[src/rtl/scl_tg_pkg.sv]
package scl_tg_pkg;
    parameter int DIV_W = 3;
    parameter int CYC_W = 6;
    localparam int CTRL_W = DIV_W + CYC_W;

    typedef enum logic [1:0] {
        PH_IDLE = 2'd0,
        PH_LOW  = 2'd1,
        PH_HIGH = 2'd2
    } phase_e;

    typedef struct packed {
        logic [CYC_W-1:0] cyc;
        logic [DIV_W-1:0] div;
    } tg_cfg_t;
endpackage

[src/rtl/scl_prescaler.sv]
module scl_prescaler
    import scl_tg_pkg::*;
(
    input  logic             clk,
    input  logic             rst_n,
    input  logic             run,
    input  logic [DIV_W-1:0] div,
    output logic             ce
);
    logic [DIV_W-1:0] cnt_d, cnt_q;

    always_comb begin
        ce    = run && (cnt_q >= div);
        cnt_d = (!run || ce) ? '0 : cnt_q + DIV_W'(1);
    end

    always_ff @(posedge clk or negedge rst_n) begin
        if (!rst_n) cnt_q <= '0;
        else        cnt_q <= cnt_d;
    end

    AST_CE_GAP: assert property (@(posedge clk) disable iff (!rst_n)
        (ce && div != '0) |=> (!ce || div == '0));
endmodule

[src/rtl/scl_phase_ctr.sv]
module scl_phase_ctr
    import scl_tg_pkg::*;
#(
    parameter int F_ALLOW = 3
) (
    input  logic    clk,
    input  logic    rst_n,
    input  logic    enable,
    input  logic    ce,
    input  logic    scl_in,
    input  tg_cfg_t cfg_in,
    output tg_cfg_t cfg_act,
    output logic    scl_low,
    output logic    tick_low,
    output logic    tick_high
);
    localparam int MAX_PER = 20 + 8 * ((1 << CYC_W) - 1) + F_ALLOW;
    localparam int PER_W   = $clog2(MAX_PER + 1);

    typedef struct packed {
        phase_e           ph;
        logic [PER_W-1:0] cnt;
        tg_cfg_t          cfg;
        logic             scl_low;
        logic             tk_lo;
        logic             tk_hi;
    } st_t;

    st_t st_d, st_q;
    logic [PER_W-1:0] per, lo_len, hi_len;

    always_comb begin
        per    = PER_W'(20) + (PER_W'(st_q.cfg.cyc) << 3) + PER_W'(F_ALLOW);
        lo_len = per >> 1;
        hi_len = per - lo_len;

        st_d       = st_q;
        st_d.tk_lo = 1'b0;
        st_d.tk_hi = 1'b0;

        if (!enable) begin
            st_d.ph      = PH_IDLE;
            st_d.cnt     = '0;
            st_d.scl_low = 1'b0;
            st_d.cfg     = cfg_in;
        end else begin
            unique case (st_q.ph)
                PH_IDLE: begin
                    st_d.cfg = cfg_in;
                    if (ce) begin
                        st_d.ph      = PH_LOW;
                        st_d.cnt     = '0;
                        st_d.scl_low = 1'b1;
                        st_d.tk_lo   = 1'b1;
                    end
                end
                PH_LOW: begin
                    if (ce) begin
                        if (st_q.cnt == lo_len - PER_W'(1)) begin
                            st_d.ph      = PH_HIGH;
                            st_d.cnt     = '0;
                            st_d.scl_low = 1'b0;
                            st_d.tk_hi   = 1'b1;
                        end else begin
                            st_d.cnt = st_q.cnt + PER_W'(1);
                        end
                    end
                end
                PH_HIGH: begin
                    if (ce && scl_in) begin
                        if (st_q.cnt == hi_len - PER_W'(1)) begin
                            st_d.ph      = PH_LOW;
                            st_d.cnt     = '0;
                            st_d.scl_low = 1'b1;
                            st_d.tk_lo   = 1'b1;
                            st_d.cfg     = cfg_in;
                        end else begin
                            st_d.cnt = st_q.cnt + PER_W'(1);
                        end
                    end
                end
                default: begin
                    st_d.ph      = PH_IDLE;
                    st_d.cnt     = '0;
                    st_d.scl_low = 1'b0;
                end
            endcase
        end
    end

    always_ff @(posedge clk or negedge rst_n) begin
        if (!rst_n) begin
            st_q.ph      <= PH_IDLE;
            st_q.cnt     <= '0;
            st_q.cfg     <= '0;
            st_q.scl_low <= 1'b0;
            st_q.tk_lo   <= 1'b0;
            st_q.tk_hi   <= 1'b0;
        end else begin
            st_q <= st_d;
        end
    end

    assign cfg_act   = st_q.cfg;
    assign scl_low   = st_q.scl_low;
    assign tick_low  = st_q.tk_lo;
    assign tick_high = st_q.tk_hi;

    AST_TICK_EXCL: assert property (@(posedge clk) disable iff (!rst_n)
        !(tick_low && tick_high));
    AST_HI_RELEASED: assert property (@(posedge clk) disable iff (!rst_n)
        tick_high |-> !scl_low);
    AST_STRETCH_HOLD: assert property (@(posedge clk) disable iff (!rst_n)
        (enable && st_q.ph == PH_HIGH && !scl_in) |=> (st_q.ph == PH_HIGH && $stable(st_q.cnt)));
    AST_CFG_HOLD: assert property (@(posedge clk) disable iff (!rst_n)
        (enable && st_q.ph != PH_IDLE) |=> (tick_low || $stable(cfg_act)));
    AST_OFF_QUIET: assert property (@(posedge clk) disable iff (!rst_n)
        !enable |=> (!scl_low && !tick_low && !tick_high));
endmodule

[src/rtl/scl_timing_gen.sv]
module scl_timing_gen
    import scl_tg_pkg::*;
#(
    parameter int F_ALLOW = 3
) (
    input  logic              clk,
    input  logic              rst_n,
    input  logic              enable,
    input  logic [CTRL_W-1:0] clk_ctrl,
    input  logic              scl_in,
    output logic              scl_low,
    output logic              tick_low,
    output logic              tick_high
);
    tg_cfg_t cfg_in, cfg_act;
    logic    ce;

    assign cfg_in = tg_cfg_t'(clk_ctrl);

    scl_prescaler u_pre (
        .clk   (clk),
        .rst_n (rst_n),
        .run   (enable),
        .div   (cfg_act.div),
        .ce    (ce)
    );

    scl_phase_ctr #(.F_ALLOW(F_ALLOW)) u_ph (
        .clk       (clk),
        .rst_n     (rst_n),
        .enable    (enable),
        .ce        (ce),
        .scl_in    (scl_in),
        .cfg_in    (cfg_in),
        .cfg_act   (cfg_act),
        .scl_low   (scl_low),
        .tick_low  (tick_low),
        .tick_high (tick_high)
    );
endmodule

[config.mk]
export PLATFORM = sky130hd
export DESIGN_NAME = scl_timing_gen
export DESIGN_NICKNAME = d
export VERILOG_FILES = /design/src/rtl/scl_tg_pkg.sv /design/src/rtl/scl_prescaler.sv /design/src/rtl/scl_phase_ctr.sv /design/src/rtl/scl_timing_gen.sv
export SDC_FILE = /design/constraint.sdc
export NUM_CORES = 1
export LEC_CHECK = 0
export BUFFER_PORTS_ARGS = -buffer_cell sky130_fd_sc_hd__buf_2
export CORE_UTILIZATION = 40
export CTS_CLUSTER_SIZE = 30
export DETAILED_ROUTE_END_ITERATION = 8
export GPL_TIMING_DRIVEN = 0
export PLACE_DENSITY = 0.59
export SYNTH_ARGS = -nofsm -noshare
export SYNTH_HDL_FRONTEND = slang
export SYNTH_SLANG_ARGS = --single-unit
[constraint.sdc]
create_clock -name clk -period 3.1 [get_ports clk]
set_input_delay 0.155 -clock clk [delete_from_list [all_inputs] [get_ports clk]]
set_output_delay 0.155 -clock clk [all_outputs]
set_load 0.005 [all_outputs]
==> results of run 1 <==
==> sequential cells by signal, indices dropped and copies added, names as in the netlist <==
signal and cells:
u_ph.st_q 12, u_ph.tick_low 1, u_ph.scl_low 1, u_ph.cfg_act 9, u_pre.cnt_q 3, u_ph.tick_high 1
==> timing repair <==
item,in CTS,in global routing
resized for setup,2,16
pin swaps,2,13
cloned,0,1
hold endpoints to repair,27,0
hold buffers,1,0
buffers inserted,4,13
endpoints found under the setup margin,16,19
==> stage by stage <==
step / cell area [um^2] / power (mW) / TNS (ps) / cells / hold slack [ps]
CTS: 2350 / 1.44 / 0 / 305 / 98.6
global route: 2570 / 1.76 / -458 / 319 / 90.5
global placement: 2240 / 1.19 / -2470 / 296 / 222
detailed placement: 2240 / 1.19 / -2720 / 296 / 220
floorplan: 2080 / 1.05 / 0 / 214 / -141
finish: 2570 / 1.64 / 0 / 319 / 102
==> worst register-to-register path, delay by kind of cell (launching register included) <==
| family | cells | cell delay (ps) |
|---|---|---|
| muxes | 1 | 290 |
| and+or+nand+nor | 2 | 340 |
| xor gates and xnor gates | 1 | 140 |
| buffers and inverters | 4 | 690 |
| adders and majority gates | 1 | 180 |
| AOI/OAI and AO/OA | 4 | 840 |
| DFF | 1 | 450 |
==> placed cells by master (no fill, tap or decap), drive strengths merged, types with 2 or more instances in the layout <==
cell,instances
o21ai,19
nor4,3
and3,9
mux2,9
a21o,3
nand2,10
o2111ai,2
nand3,19
nand4,3
a21oi,12
nor2,9
dfrtp,27
inv,14
a31oi,3
nor3,6
clkbuf,7
nor2b,3
xnor2,8
xor2,10
ha,13
buf,36
o22ai,7
o311a,7
==> layout make-up <==
cell class / count / area (um^2) / share of cell area (%)
Timing Repair Buffer: 34 / 267 / 10.4
Buffer: 6 / 52.6 / 2.04
Inverter: 14 / 52.6 / 2.04
Sequential cell: 27 / 679 / 26.4
Tap cell: 67 / 83.8 / 3.26
Clock buffer: 4 / 45.0 / 1.75
Multi-Input combinational cell: 167 / 1390 / 54.1
==> worst max-delay path by stage <==
| stage | cells past startpoint | to | slack [ps] | from |
|---|---|---|---|---|
| after floorplan | 12 | u_ph.cfg_act[4] | 30 | u_ph.cfg_act[4] |
| after global placement | 12 | u_ph.cfg_act[0] | -280 | u_ph.cfg_act[5] |
| after detailed placement | 12 | u_ph.cfg_act[2] | -290 | u_ph.cfg_act[5] |
| after CTS | 13 | u_ph.cfg_act[2] | 20 | u_ph.cfg_act[4] |
| after global routing | 13 | u_ph.cfg_act[4] | -70 | u_ph.cfg_act[4] |
| final | 13 | u_ph.cfg_act[4] | 70 | u_ph.cfg_act[4] |
==> cells by family after synthesis <==
group | Yosys count | synth area share [%]
AOI/OAI and AO/OA | 61 | 20.8
and+or+nand+nor | 65 | 16.9
DFF | 27 | 32.8
xor gates and xnor gates | 18 | 9.48
adders and majority gates | 13 | 7.90
muxes | 10 | 7.05
buffers and inverters | 20 | 5.10
==> synth_stat cells (2+ instances only) <==
master	instances
a21o_1	2
a21oi_1	12
a31oi_1	2
and3_1	8
buf_6	4
clkbuf_1	2
dfrtp_1	27
ha_1	13
inv_1	14
mux2_4	9
nand2_1	10
nand3_1	19
nand4_1	2
nor2_1	9
nor2b_1	3
nor3_1	5
nor4_1	3
o2111ai_1	2
o21ai_0	18
o22ai_1	7
o311a_1	7
xnor2_1	6
xnor2_4	2
xor2_1	10
==> routing by layer <==
layer / track usage, % / vias to the layer above / wire [um]
met1: 23.0 / 832 / 2350
met2: 30.1 / 22 / 2120
li1: - / 875 / -
met3: 2.47 / 5 / 78
met4: 5.98 / 0 / 59
met5: 0 / - / 0
==> where the power goes <==
group,leakage [nW],internal (mW),total [mW],switching (mW)
registers,0.350,0.407,0.460,0.0537
logic,0.768,0.483,0.976,0.493
clock network,0.0228,0.0923,0.207,0.115
total,1.14,0.982,1.64,0.662
==> results.py, run 1 <==
metrics = {
    "placement": {
        "io_buffer_count": 15,
        "pre_cts_ws_ps": -294,
        "gp_congestion": 0.795,
        "dp_hpwl_mm": 3.01,
    },
    "floorplan": {
        "start_util_pct": 42.5,
        "die_w_um": 73.8,
        "dieHeight_um": 73.8,
        "die-area_mm2": 0.00544,
        "placementRows": 25,
        "io-pin-count": 16,
        "core-area_mm2": 0.00485,
    },
    "logic_synthesis": {
        "yosysSeqAreaShare_pct": 32.8,
        "synth_cell_types": 42,
        "synth_nets": 240,
        "yosys_register_bits": 27,
        "synth_edf_count": 0,
        "syn_avg_cell_area_um2": 9.62,
        "yosysTopAreaCell": "dfrtp_1",
        "synth_top_area_share_pct": 32.8,
        "synth-async-reset-ratio_pct": 100,
        "ys_warn_count": 0,
        "ys.flop_type": "dfrtp_1",
        "syn_inst": 214,
        "synth_area_leaders": "dfrtp_1 (33%), ha_1 (7.9%), mux2_4 (6.6%)",
        "syn_area_mm2": 0.00206,
    },
    "hold_path": {
        "min_from": "clk_ctrl[6]",
        "worstHoldPathCells": 2,
        "hold_end": "u_ph.cfg_act[6]",
        "hold_class": "primary input to register",
    },
    "job": {
        "cap_violations": 0,
    },
    "power": {
        "p_leak_nw": 1.14,
        "power.density_mw_per_mm2": 639,
        "ir_drop_uv": 261,
    },
    "setup_path": {
        "timing.rr.start": "u_ph.cfg_act[4]",
        "r2r_end": "u_ph.cfg_act[4]",
        "crit_buf_inv": 4,
        "critical-path-max-stage-delay_ps": 450,
        "crit_type": "register to register",
        "cp_common_cell": "buf_4",
        "crit_path_end_kind": "register",
        "crit_arrival_ps": 3200,
        "crit_slowest_cell": "dfrtp_2",
        "reg2reg_slack_ps": 70,
        "start_kind": "register",
        "cp_top_family": "compound AO/OA/AOI/OAI gates",
        "required_ps": 3270,
        "crit_chain": "buf_4, buf_4, ha_2, o211ai_1, buf_4, a21oi_1, a31oi_1, xnor2_1, nor3_2, nand4_2, o221ai_4, clkbuf_16, mux2_4",
        "crit_fanout": 6,
        "r2r_cells": 13,
    },
    "grt": {
        "grt_usage_pct": 17.7,
        "grt_antenna_before_repair": 0,
        "overflow": 0,
        "grt_max_degree": 28,
        "grt_first_pass_wirelength_mm": 7.31,
        "grt_pass1_vias": 1621,
    },
    "finish": {
        "areaGrowthSynthToFinish_pct": 24.9,
        "diodes": 0,
        "fillers": 445,
        "drive_gt1_share_pct": 30.2,
        "finalNetCount": 279,
        "finish.utilization_pct": 53.1,
    },
    "detailed_routing": {
        "ant_nets": 0,
        "drt-pass1-iter-count": 4,
        "routed_wl_mm": 4.60,
        "drcViolationCount": 0,
        "drt_iter0_drc": 53,
        "vias": 1734,
        "routedWlPerCell_um": 14.4,
        "via_per_inst": 5.44,
    },
    "timing": {
        "fmax_mhz": 330,
        "relSlewSlack_pct": 58.3,
        "worst_clock_skew_ps": 3.22,
        "period_needed_ps": 3030,
        "final_hold_viol_count": 0,
        "setup_slack_ps": 66.4,
        "rsz0062_at_grt": "true",
        "finalSetupViolations": 0,
        "tightest_slew_ps": 626,
        "slew_violations": 0,
        "min_period_over_period_pct": 97.9,
    },
    "cts": {
        "cts_tree": "done",
        "cts-root-buf": "clkbuf_8",
        "clock_path_buffers": 2,
        "cts.sinks": 27,
        "path_clk_slew_ps": 90,
        "htree_levels": 1,
        "cts_buffers": 3,
        "insertion_delay_ps": 280,
    },
    "status": {
        "outcome": "completed",
    },
}
No activity file was read; power rests on OpenSTA's default activity.
==> run 2: changes to the inputs <==
BUFFER_PORTS_ARGS = -buffer_cell sky130_fd_sc_hd__buf_4   (was -buffer_cell sky130_fd_sc_hd__buf_2)
CTS_BUF_LIST = sky130_fd_sc_hd__clkbuf_4   (was default)
SYNTH_HIERARCHICAL = 1   (was default)
==> run 2 against run 1 <==
Worst hold slack worse by 65 ps. Clock-buffer cell count down 1. Critical path type unchanged. Global-route usage up 1.4 points. Clock skew up 6.9 ps. Highest routed layer unchanged. Largest power group unchanged. Total power down 32%. Clock power down 24%. Critical path depth down 1. The run now ends with setup timing left. Sequential share of layout area down 4.4 points. Flip-flop and latch count unchanged. Core utilization up 2.8 points. Sequential power down 12%. Final area up 20%.
==> results.py, run 2 <==
metrics = {
    "logic_synthesis": {
        "syn_area_mm2": 0.00230,
        "synth_nets": 288,
        "syn_avg_cell_area_um2": 8.86,
        "ys_warn_count": 6,
        "syn_inst": 260,
    },
    "detailed_routing": {
        "routed_wl_mm": 5.62,
        "ant_nets": 0,
        "drt-pass1-iter-count": 4,
        "drcViolationCount": 0,
        "drt_iter0_drc": 61,
        "routedWlPerCell_um": 15.1,
        "via_per_inst": 5.44,
        "vias": 2030,
    },
    "setup_path": {
        "crit_arrival_ps": 3590,
        "cp-startpoint": "u_ph/cfg_act[4]",
        "timing.rr.start": "u_ph/cfg_act[4]",
        "required_ps": 3340,
        "crit_type": "register to register",
        "start_kind": "register",
        "r2r_cells": 12,
        "crit_path_end_kind": "register",
        "crit_fanout": 4,
    },
    "cts": {
        "htree_levels": 1,
        "cts_buffers": 3,
        "cts.sinks": 27,
        "path_clk_slew_ps": 160,
        "cts_tree": "done",
        "insertion_delay_ps": 330,
        "cts-root-buf": "clkbuf_4",
        "clock_path_buffers": 2,
    },
    "finish": {
        "multiInputGateArea_mm2": 0.00180,
        "drive_gt1_share_pct": 38.2,
        "fillers": 514,
        "largest-register": "u_ph/st_q",
        "mostFrequentLayoutCells": "buf_4 (33), dfrtp_1 (24), nand2_1 (19)",
        "largest_reg_flops": 12,
        "finalNetCount": 330,
        "final-seq-area_um2": 679,
        "final_common_cell": "buf_4",
        "areaGrowthSynthToFinish_pct": 34.3,
        "diodes": 0,
    },
    "timing": {
        "fmax_mhz": 298,
        "rsz0062_at_grt": "true",
        "tightest_slew_ps": 493,
        "period_needed_ps": 3360,
        "finalSetupViolations": 21,
        "setup_slack_ps": -255,
        "worst_clock_skew_ps": 10.2,
        "slew_violations": 0,
        "relSlewSlack_pct": 66.8,
        "whs_ps": 37.1,
        "min_period_over_period_pct": 108,
        "final_hold_viol_count": 0,
    },
    "placement": {
        "gp_congestion": 0.789,
        "pre_cts_ws_ps": -538,
        "io_buffer_count": 15,
        "dp_hpwl_mm": 3.76,
    },
    "hold_path": {
        "min_from": "clk_ctrl[5]",
        "worstHoldPathCells": 2,
        "hold_class": "primary input to register",
    },
    "floorplan": {
        "placementRows": 27,
        "io-pin-count": 16,
        "start_util_pct": 41.6,
        "dieHeight_um": 77.9,
        "die-area_mm2": 0.00607,
        "die_w_um": 77.9,
        "core-area_mm2": 0.00554,
    },
    "grt": {
        "grt_antenna_before_repair": 0,
        "grt_pass1_vias": 1918,
        "grt_first_pass_wirelength_mm": 9.16,
        "overflow": 0,
        "grt_max_degree": 28,
        "grt_usage_pct": 19.2,
    },
    "status": {
        "outcome": "finished with violations",
        "violations": "setup timing",
    },
    "power": {
        "p_leak_nw": 1.34,
        "ir_drop_uv": 246,
        "power.density_mw_per_mm2": 363,
    },
    "job": {
        "cap_violations": 0,
    },
}
==> run 2: worst max-delay path, stage by stage, from the launching register on <==
cell and delay, ps:
dfrtp_2 490, buf_6 140, ha_4 150, or4_1 520
mux2_4 290, a31o_1 220, a221oi_2 280, nand3_2 130
nor4b_4 250, buf_4 180, a31o_4 220, nand2_4 90
mux2_4 300
==> run 2: worst paths after layout <==
| kind | slack, ps | to |
|---|---|---|
| setup / recovery | -260 | u_ph/cfg_act[8] |
| hold / removal | 40 | u_ph/cfg_act[5] |
| setup reg to reg | -260 | u_ph/cfg_act[8] |
| hold reg to reg | 470 | u_pre/cnt_q[0] |
| max in group asynchronous | 2560 | u_ph/cfg_act[3] |
| min in group asynchronous | 260 | u_ph/cfg_act[5] |
==> run 2: repair_timing <==
item | CTS | global route
gates resized for setup | 46 | 14
endpoints found under the setup margin | 23 | 23
setup buffers | 13 | 6
pin swaps | 17 | 4
hold buffers | 1 | 0
gates cloned | 3 | 0
endpoints found under the hold margin | 27 | 0
==> run 2: cell type report <==
| class | count | area share (%) |
|---|---|---|
| Inverter | 19 | 2.39 |
| Clock inverter | 1 | 0.162 |
| Timing Repair Buffer | 36 | 9.83 |
| Buffer | 14 | 3.76 |
| Sequential cell | 27 | 22.0 |
| Multi-Input combinational cell | 201 | 58.3 |
| Clock buffer | 3 | 0.728 |
| Tap cell | 72 | 2.91 |
==> run 2: stage by stage <==
step                      std cells  power [mW]  utilization (%)  setup TNS, ps  area (um^2)
after floorplan                 260       0.781                -          -1210         2420
after global placement          347       0.874             47.3          -9310         2620
after detailed placement        347       0.882             47.3          -9420         2620
after CTS                       368        1.11             54.6          -4210         3020
after global routing            373        1.20             55.8          -6310         3090
final                           373        1.12             55.8          -3720         3090
==> run 2: power breakdown <==
group	switching [mW]	leakage [nW]	total [mW]	internal [mW]
clock network	0.110	0.0177	0.158	0.0484
registers	0.0265	0.351	0.405	0.379
logic	0.277	0.972	0.561	0.283
total	0.413	1.34	1.12	0.711
==> run 2: metal layers <==
layer	track usage, %	part of all wire, %	vias to the layer above	wire length, um
met5	0	0	-	0
met4	7.36	2.0	0	113
met3	2.00	2.0	10	113
met2	32.8	50	28	2790
met1	24.7	46	981	2600
li1	-	-	1011	-
